File: config.mk
export PLATFORM = sky130hd
export DESIGN_NAME = adc_conv_seq
export DESIGN_NICKNAME = d
export VERILOG_FILES = /design/src/rtl/adc_seq_pkg.sv /design/src/rtl/adc_phase_ctl.sv /design/src/rtl/adc_conv_timer.sv /design/src/rtl/adc_sel_shadow.sv /design/src/rtl/adc_conv_seq.sv
export SDC_FILE = /design/constraint.sdc
export NUM_CORES = 1
export LEC_CHECK = 0
export ABC_AREA = 1
export BUFFER_PORTS_ARGS = -buffer_cell sky130_fd_sc_hd__buf_2
export CAP_MARGIN = 5
export CORE_UTILIZATION = 56
export DETAILED_ROUTE_END_ITERATION = 7
export HOLD_SLACK_MARGIN = 0.15
export PLACE_DENSITY = 0.88
export SLEW_MARGIN = 10
export SYNTH_ARGS = -nofsm -noshare
export SYNTH_HDL_FRONTEND = slang
export SYNTH_SLANG_ARGS = --single-unit
File: constraint.sdc
create_clock -name clk -period 3.1 [get_ports clk]
set_clock_uncertainty 0.15 [all_clocks]
set_input_delay 0.465 -clock clk [delete_from_list [all_inputs] [get_ports clk]]
set_output_delay 0.465 -clock clk [all_outputs]
set_load 0.05 [all_outputs]
File: src/rtl/adc_seq_pkg.sv
package adc_seq_pkg;
  typedef enum logic [1:0] {
    CK_NORM  = 2'd0,
    CK_AUTO  = 2'd1,
    CK_FIRST = 2'd2
  } conv_kind_e;
endpackage

File: src/rtl/adc_phase_ctl.sv
module adc_phase_ctl (
  input  logic clk,
  input  logic rst_n,
  input  logic en,
  input  logic trig,
  input  logic trig_mode,
  input  logic busy,
  output logic ph,
  output logic trig_go,
  output logic psc_rst,
  output logic en_rise
);
  logic ph_d, trig_q, en_q, psc_d;

  assign en_rise = en && !en_q;
  assign trig_go = en && trig_mode && trig && !trig_q && !busy;

  always_comb begin
    ph_d = ph;
    if (!en)          ph_d = 1'b0;
    else if (trig_go) ph_d = 1'b1;
    else              ph_d = ~ph;
    psc_d = trig_go;
  end

  always_ff @(posedge clk or negedge rst_n) begin
    if (!rst_n) begin
      ph      <= 1'b0;
      trig_q  <= 1'b0;
      en_q    <= 1'b0;
      psc_rst <= 1'b0;
    end else begin
      ph      <= ph_d;
      trig_q  <= trig;
      en_q    <= en;
      psc_rst <= psc_d;
    end
  end

  // free toggling of the converter phase when no trigger realigns it
  a_r5_phase_toggle: assert property (@(posedge clk) disable iff (!rst_n)
    (en && !trig_go) |=> (ph != $past(ph)));
endmodule

File: src/rtl/adc_conv_timer.sv
module adc_conv_timer
  import adc_seq_pkg::*;
#(
  parameter int FIRST_HALF = 50,
  parameter int FIRST_SH   = 27,
  parameter int NORM_HALF  = 31,
  parameter int NORM_SH    = 7,
  parameter int AUTO_HALF  = 32,
  parameter int AUTO_SH    = 8
) (
  input  logic clk,
  input  logic rst_n,
  input  logic en,
  input  logic cpu_go,
  input  logic trig_go,
  input  logic free_mode,
  input  logic first_pend,
  output logic busy,
  output logic sample,
  output logic last,
  output logic unlock,
  output logic done_evt
);
  localparam int MAXH = (FIRST_HALF > NORM_HALF) ?
                        ((FIRST_HALF > AUTO_HALF) ? FIRST_HALF : AUTO_HALF) :
                        ((NORM_HALF > AUTO_HALF) ? NORM_HALF : AUTO_HALF);
  localparam int CW = $clog2(MAXH + 1);

  logic [CW-1:0] cnt, cnt_d, len_q, len_d, sh_q, sh_d;
  logic          busy_d, fr_go, launch;
  conv_kind_e    kind;

  assign last     = busy && (cnt == len_q - CW'(1));
  assign sample   = busy && (cnt == sh_q);
  assign unlock   = !busy || (cnt >= len_q - CW'(2));
  assign done_evt = last && en;
  assign fr_go    = last && free_mode;
  assign launch   = cpu_go || trig_go || fr_go;

  always_comb begin
    if (fr_go)           kind = CK_AUTO;
    else if (first_pend) kind = CK_FIRST;
    else if (trig_go)    kind = CK_AUTO;
    else                 kind = CK_NORM;
  end

  always_comb begin
    busy_d = busy;
    cnt_d  = cnt;
    len_d  = len_q;
    sh_d   = sh_q;
    if (!en) begin
      busy_d = 1'b0;
      cnt_d  = '0;
    end else if (launch) begin
      busy_d = 1'b1;
      cnt_d  = '0;
      case (kind)
        CK_FIRST: begin len_d = CW'(FIRST_HALF); sh_d = CW'(FIRST_SH); end
        CK_AUTO:  begin len_d = CW'(AUTO_HALF);  sh_d = CW'(AUTO_SH);  end
        default:  begin len_d = CW'(NORM_HALF);  sh_d = CW'(NORM_SH);  end
      endcase
    end else if (last) begin
      busy_d = 1'b0;
      cnt_d  = '0;
    end else if (busy) begin
      cnt_d  = cnt + CW'(1);
    end
  end

  always_ff @(posedge clk or negedge rst_n) begin
    if (!rst_n) begin
      busy  <= 1'b0;
      cnt   <= '0;
      len_q <= CW'(NORM_HALF);
      sh_q  <= CW'(NORM_SH);
    end else begin
      busy  <= busy_d;
      cnt   <= cnt_d;
      len_q <= len_d;
      sh_q  <= sh_d;
    end
  end

  // the half-cycle count never reaches the programmed length
  a_r6_cnt_bound: assert property (@(posedge clk) disable iff (!rst_n)
    busy |-> (cnt < len_q));
  // a running conversion advances by one and is never restarted early
  a_r11_busy_advance: assert property (@(posedge clk) disable iff (!rst_n)
    (en && busy && !last) |=> (busy && cnt == $past(cnt) + CW'(1)));
endmodule

File: src/rtl/adc_sel_shadow.sv
module adc_sel_shadow #(
  parameter int SEL_W = 5
) (
  input  logic             clk,
  input  logic             rst_n,
  input  logic             sel_wr,
  input  logic [SEL_W-1:0] sel_data,
  input  logic             unlock,
  output logic [SEL_W-1:0] sel_active
);
  logic [SEL_W-1:0] hold_q, hold_d, act_d;

  always_comb begin
    hold_d = sel_wr ? sel_data : hold_q;
    act_d  = unlock ? hold_q : sel_active;
  end

  always_ff @(posedge clk or negedge rst_n) begin
    if (!rst_n) begin
      hold_q     <= '0;
      sel_active <= '0;
    end else begin
      hold_q     <= hold_d;
      sel_active <= act_d;
    end
  end

  // the active selection is frozen while the lock is in force
  a_r3_sel_frozen: assert property (@(posedge clk) disable iff (!rst_n)
    !unlock |=> $stable(sel_active));
endmodule

File: src/rtl/adc_conv_seq.sv
module adc_conv_seq
  import adc_seq_pkg::*;
#(
  parameter int SEL_W      = 5,
  parameter int FIRST_HALF = 50,
  parameter int FIRST_SH   = 27,
  parameter int NORM_HALF  = 31,
  parameter int NORM_SH    = 7,
  parameter int AUTO_HALF  = 32,
  parameter int AUTO_SH    = 8
) (
  input  logic             clk,
  input  logic             rst_n,
  input  logic             en,
  input  logic             sel_wr,
  input  logic [SEL_W-1:0] sel_data,
  input  logic             start_wr,
  input  logic             auto_en,
  input  logic             free_run,
  input  logic             trig,
  input  logic             flag_clr,
  output logic             adc_clk,
  output logic [SEL_W-1:0] sel_active,
  output logic             busy,
  output logic             sample_hold,
  output logic             result_latch,
  output logic             done_flag,
  output logic             psc_rst,
  output logic             first_pend
);
  logic trig_go, en_rise, cpu_go, unlock, done_evt;
  logic start_pend, start_pend_d, done_d, first_d;

  adc_phase_ctl u_phase (
    .clk      (clk),
    .rst_n    (rst_n),
    .en       (en),
    .trig     (trig),
    .trig_mode(auto_en && !free_run),
    .busy     (busy),
    .ph       (adc_clk),
    .trig_go  (trig_go),
    .psc_rst  (psc_rst),
    .en_rise  (en_rise)
  );

  assign cpu_go = en && start_pend && !adc_clk && !busy && !trig_go;

  adc_conv_timer #(
    .FIRST_HALF(FIRST_HALF), .FIRST_SH(FIRST_SH),
    .NORM_HALF (NORM_HALF),  .NORM_SH (NORM_SH),
    .AUTO_HALF (AUTO_HALF),  .AUTO_SH (AUTO_SH)
  ) u_timer (
    .clk       (clk),
    .rst_n     (rst_n),
    .en        (en),
    .cpu_go    (cpu_go),
    .trig_go   (trig_go),
    .free_mode (auto_en && free_run),
    .first_pend(first_pend),
    .busy      (busy),
    .sample    (sample_hold),
    .last      (result_latch),
    .unlock    (unlock),
    .done_evt  (done_evt)
  );

  adc_sel_shadow #(.SEL_W(SEL_W)) u_shadow (
    .clk       (clk),
    .rst_n     (rst_n),
    .sel_wr    (sel_wr),
    .sel_data  (sel_data),
    .unlock    (unlock),
    .sel_active(sel_active)
  );

  always_comb begin
    start_pend_d = start_pend;
    if (!en || cpu_go || trig_go) start_pend_d = 1'b0;
    else if (start_wr && !busy)   start_pend_d = 1'b1;

    done_d = done_flag;
    if (done_evt)      done_d = 1'b1;
    else if (flag_clr) done_d = 1'b0;

    first_d = first_pend;
    if (!en)           first_d = 1'b0;
    else if (en_rise)  first_d = 1'b1;
    else if (done_evt) first_d = 1'b0;
  end

  always_ff @(posedge clk or negedge rst_n) begin
    if (!rst_n) begin
      start_pend <= 1'b0;
      done_flag  <= 1'b0;
      first_pend <= 1'b0;
    end else begin
      start_pend <= start_pend_d;
      done_flag  <= done_d;
      first_pend <= first_d;
    end
  end

  // flag is sticky until cleared
  a_r10_flag_sticky: assert property (@(posedge clk) disable iff (!rst_n)
    (done_flag && !flag_clr) |=> done_flag);
  // prescaler reset only in a launch cycle aligned to a high phase
  a_r8_psc_aligned: assert property (@(posedge clk) disable iff (!rst_n)
    psc_rst |-> (adc_clk && busy));
  // disabling stops conversion and the converter clock
  a_r13_abort: assert property (@(posedge clk) disable iff (!rst_n)
    !en |=> (!busy && !adc_clk));
  // a conversion begins on a high converter phase unless free-running
  a_r5_launch_phase: assert property (@(posedge clk) disable iff (!rst_n)
    (!busy && en) |=> (!busy || adc_clk));
endmodule

==> impl_metrics.env <==
export IMPL_yosys_warnings=0
export IMPL_rr_startpoint="u_timer.len_q[3]"
export IMPL_hp_start="sel_data[0]"
export IMPL_synth_compound_area_share_pct=6.87
export IMPL_crit_reg2reg_capture="u_timer.sh_q[3]"
export IMPL_fp_dieH_um=56.1
export IMPL_grt_overflow_total=0
export IMPL_pwr_share_comb_pct=32.7
export IMPL_synth_simple_area_share_pct=22.4
export IMPL_synth_fp_nets=219
export IMPL_leakagePower_nw=1.03
export IMPL_portBuffers=25
export IMPL_io_pins=26
export IMPL_grt_pass1_vias=1261
export IMPL_relSlewSlack_pct=60.3
export IMPL_synth_edf_count=0
export IMPL_max_clock_freq_mhz=338
export IMPL_preCtsSetupSlack_ns=0.472
export IMPL_place_area_um2=1780
export IMPL_cellPowerDensity_nw_per_um2=552
export IMPL_gp_congestion=0.893
export IMPL_muxShareOfSynthArea_pct=3.44
export IMPL_cts_root_buf="clkbuf_4"
export IMPL_report_final_slew_viol_count=0
export IMPL_areaGrowthSynthToFinish_pct=14.4
export IMPL_cts_max_level=1
export IMPL_ir_drop_uv=468
export IMPL_min_path_type="input port to register"
export IMPL_via_count=1340
export IMPL_seq_power_share_pct=43.5
export IMPL_drt_iter0_markers=49
export IMPL_fp_row_count=19
export IMPL_die_area_um2=3150
export IMPL_avgSynthCellArea_um2=8.63
export IMPL_crit_path_start_kind="register"
export IMPL_drt_total_wl_um=3380
export IMPL_swShare_pct=36.2
export IMPL_grt_max_degree=29
export IMPL_syn_inst=190
export IMPL_arrival_ns=2.34
export IMPL_worstSkewPairLatency_ns=0.35
export IMPL_fin_crit_ns=2.96
export IMPL_worstHoldPathCells=2
export IMPL_worst_hold_path_endpoint="u_shadow.hold_q[0]"
export IMPL_status="finished clean"
export IMPL_nNetsFinal=250
export IMPL_gr_usage_all_layers_pct=23.7
export IMPL_crit_type="register to primary output"
export IMPL_synth_ff_type="dfrtp_1"
export IMPL_drive_above_1_share_pct=22.3
export IMPL_r2r_slack_ns=0.46
export IMPL_final_area_um2=1870
export IMPL_yosys_area_share_xor_xnor_pct=3.74
export IMPL_fin_total_pwr_w=0.00103
export IMPL_synthArstFlopShare_pct=100
export IMPL_p_int_w=0.000661
export IMPL_hpwlAfterDp_um=2350
export IMPL_cp_max_fo=6
export IMPL_via_per_inst=5.34
export IMPL_drc=0
export IMPL_cts_sinks=28
export IMPL_ant_nets=0
export IMPL_drtPass1Iterations=4
export IMPL_p_sw_w=0.000374
export IMPL_initial_core_util_pct=59.4
export IMPL_cts_tree="done"
export IMPL_insertedDiodeCount=0
export IMPL_end_kind="primary output"
export IMPL_netlist_area_um2=1640
export IMPL_yosys_area_share_adder_pct=11.5
export IMPL_synth_cell_types=27
export IMPL_clk_pin_slew_worst_paths_ns=0.15
export IMPL_synth_top_family_by_area="simple AND/OR/NAND/NOR gates"
export IMPL_p_clk_share_pct=23.8
export IMPL_die_w_um=56.1
export IMPL_cts_made_buffers=3
export IMPL_clockBufferDepth=2
export IMPL_rsz0062_at_grt="no"
export IMPL_synth_seq_area_share_pct=42.9
export IMPL_core_um2=2760
export IMPL_setup_violations_final=0
export IMPL_maxCapViolations=0
export IMPL_utilization_pct=68.0
export IMPL_routedWlPerCell_um=13.5
export IMPL_finalHoldViolations=0
export IMPL_tns_ns=0
export IMPL_period_share_pct=95.5
export IMPL_reg2reg_depth=13
export IMPL_ys_ff_latch=28
export IMPL_required_ns=2.48
export IMPL_grt_pass1_wl_um=5590
export IMPL_antenna_found_initial=0
export IMPL_fin_ws_ns=0.140
export IMPL_worst_pin_slew_ns=0.596
==> per-layer routing <==
metal,routed length [um],global-route usage [%]
met4,140,14.6
met5,0,0
met2,1700,40.0
met3,127,3.49
met1,1410,28.5
==> repair_timing <==
action	in CTS	in global routing
endpoints found under the hold margin	28	0
setup buffers	0	1
endpoints found under the setup margin	0	1
gates resized for setup	0	3
hold buffers	3	0
==> synthesized netlist by cell type (3+ instances only) <==
master | instances | share of area [%]
ha_1 | 15 | 11
xor2_1 | 4 | 2.1
dfrtp_1 | 26 | 40
xnor2_1 | 3 | 1.6
mux2_2 | 5 | 3.4
nand3_1 | 8 | 2.4
nand2_1 | 46 | 11
inv_1 | 31 | 7.1
nand3_2 | 3 | 1.8
o21ai_0 | 13 | 4.0
nor2_1 | 11 | 2.5
a21oi_1 | 4 | 1.2
==> registers in the layout (all words and copies together) (netlist names) <==
register,cells
u_timer.len_q,2
first_pend,1
u_phase.ph,1
u_phase.psc_rst,1
start_pend,1
u_shadow.sel_active,5
u_phase.trig_q,1
u_timer.busy,1
u_timer.cnt,6
u_shadow.hold_q,5
u_timer.sh_q,2
done_flag,1
u_phase.en_q,1
==> per-stage QoR <==
stage | hold WS [ns] | cells
after floorplan | 0.0194 | 190
after global placement | 0.255 | 243
after detailed placement | 0.276 | 243
after CTS | 0.175 | 250
after global routing | 0.155 | 251
final | 0.177 | 251
==> power groups by stage <==
| stage | combinational (W) | clock [W] | sequential, W |
|---|---|---|---|
| 2_1_floorplan | 0.000201 | 0 | 0.000493 |
| 3_3_place_gp | 0.000306 | 0 | 0.000457 |
| 3_5_place_dp | 0.000318 | 0 | 0.000459 |
| 4_1_cts | 0.000327 | 0.000248 | 0.000453 |
| 5_1_grt | 0.000379 | 0.000265 | 0.000455 |
| 6_report | 0.000338 | 0.000246 | 0.000450 |
==> cell usage in the layout, fill, tap and decap left out <==
master,netlist,layout
nor3_1,1,1
nand3_1,8,8
bufinv_16,0,1
o22ai_1,2,2
nor3_2,1,1
nor2_2,2,2
o21a_1,1,1
nand2_2,1,2
mux2_2,5,5
nor4_2,0,1
clkbuf_4,0,3
dfrtp_1,26,26
nor2_1,11,11
nand4_1,1,1
dlygate4sd3_1,0,3
nand3b_1,2,2
o21ai_0,13,13
o211ai_1,1,1
buf_4,1,2
buf_2,0,24
nand3_2,3,3
dfstp_2,2,2
nand2_1,46,45
xnor2_1,3,3
a21oi_1,4,4
xor2_1,4,4
nand2_4,2,2
ha_1,15,15
inv_2,1,1
inv_1,31,31
==> cell families (layout without fill, tap and decap cells) <==
| logic type | Yosys count | after routing |
|---|---|---|
| compound gates | 21 | 21 |
| xor+xnor | 7 | 7 |
| fa+ha+maj | 15 | 15 |
| buf+inv | 35 | 65 |
| flops | 28 | 28 |
| mux | 5 | 5 |
| simple gates | 79 | 79 |
==> layout make-up <==
class	instances	area, um^2
flip-flops and latches	28	703
fillers	213	883
clock buffers	3	22.5
clock inverters	1	30.0
repair buffers	29	165
inverters	32	120
multi-input cells	127	795
well taps	31	38.8
==> worst max path at each step <==
stage          slack, ns           end  cells after the start              from
2_1_floorplan       0.55   sample_hold                      3      u_timer.busy
3_3_place_gp        0.53  result_latch                     10  u_timer.len_q[3]
3_5_place_dp        0.47  result_latch                     10  u_timer.len_q[3]
4_1_cts            0.007  result_latch                     10  u_timer.len_q[3]
5_1_grt            0.001  result_latch                     10  u_timer.len_q[3]
6_report            0.14  result_latch                     10  u_timer.len_q[3]
==> worst max-delay path, cell delays in order (launching register included) <==
cell     delay [ns]
dfstp_2        0.57
inv_1          0.11
ha_1           0.22
ha_1           0.31
inv_1          0.06
nor2_2         0.12
nand2_1        0.08
nor2_2         0.15
nand2_2        0.11
inv_1          0.07
buf_4          0.19
Power figures use the tool's default switching activity.
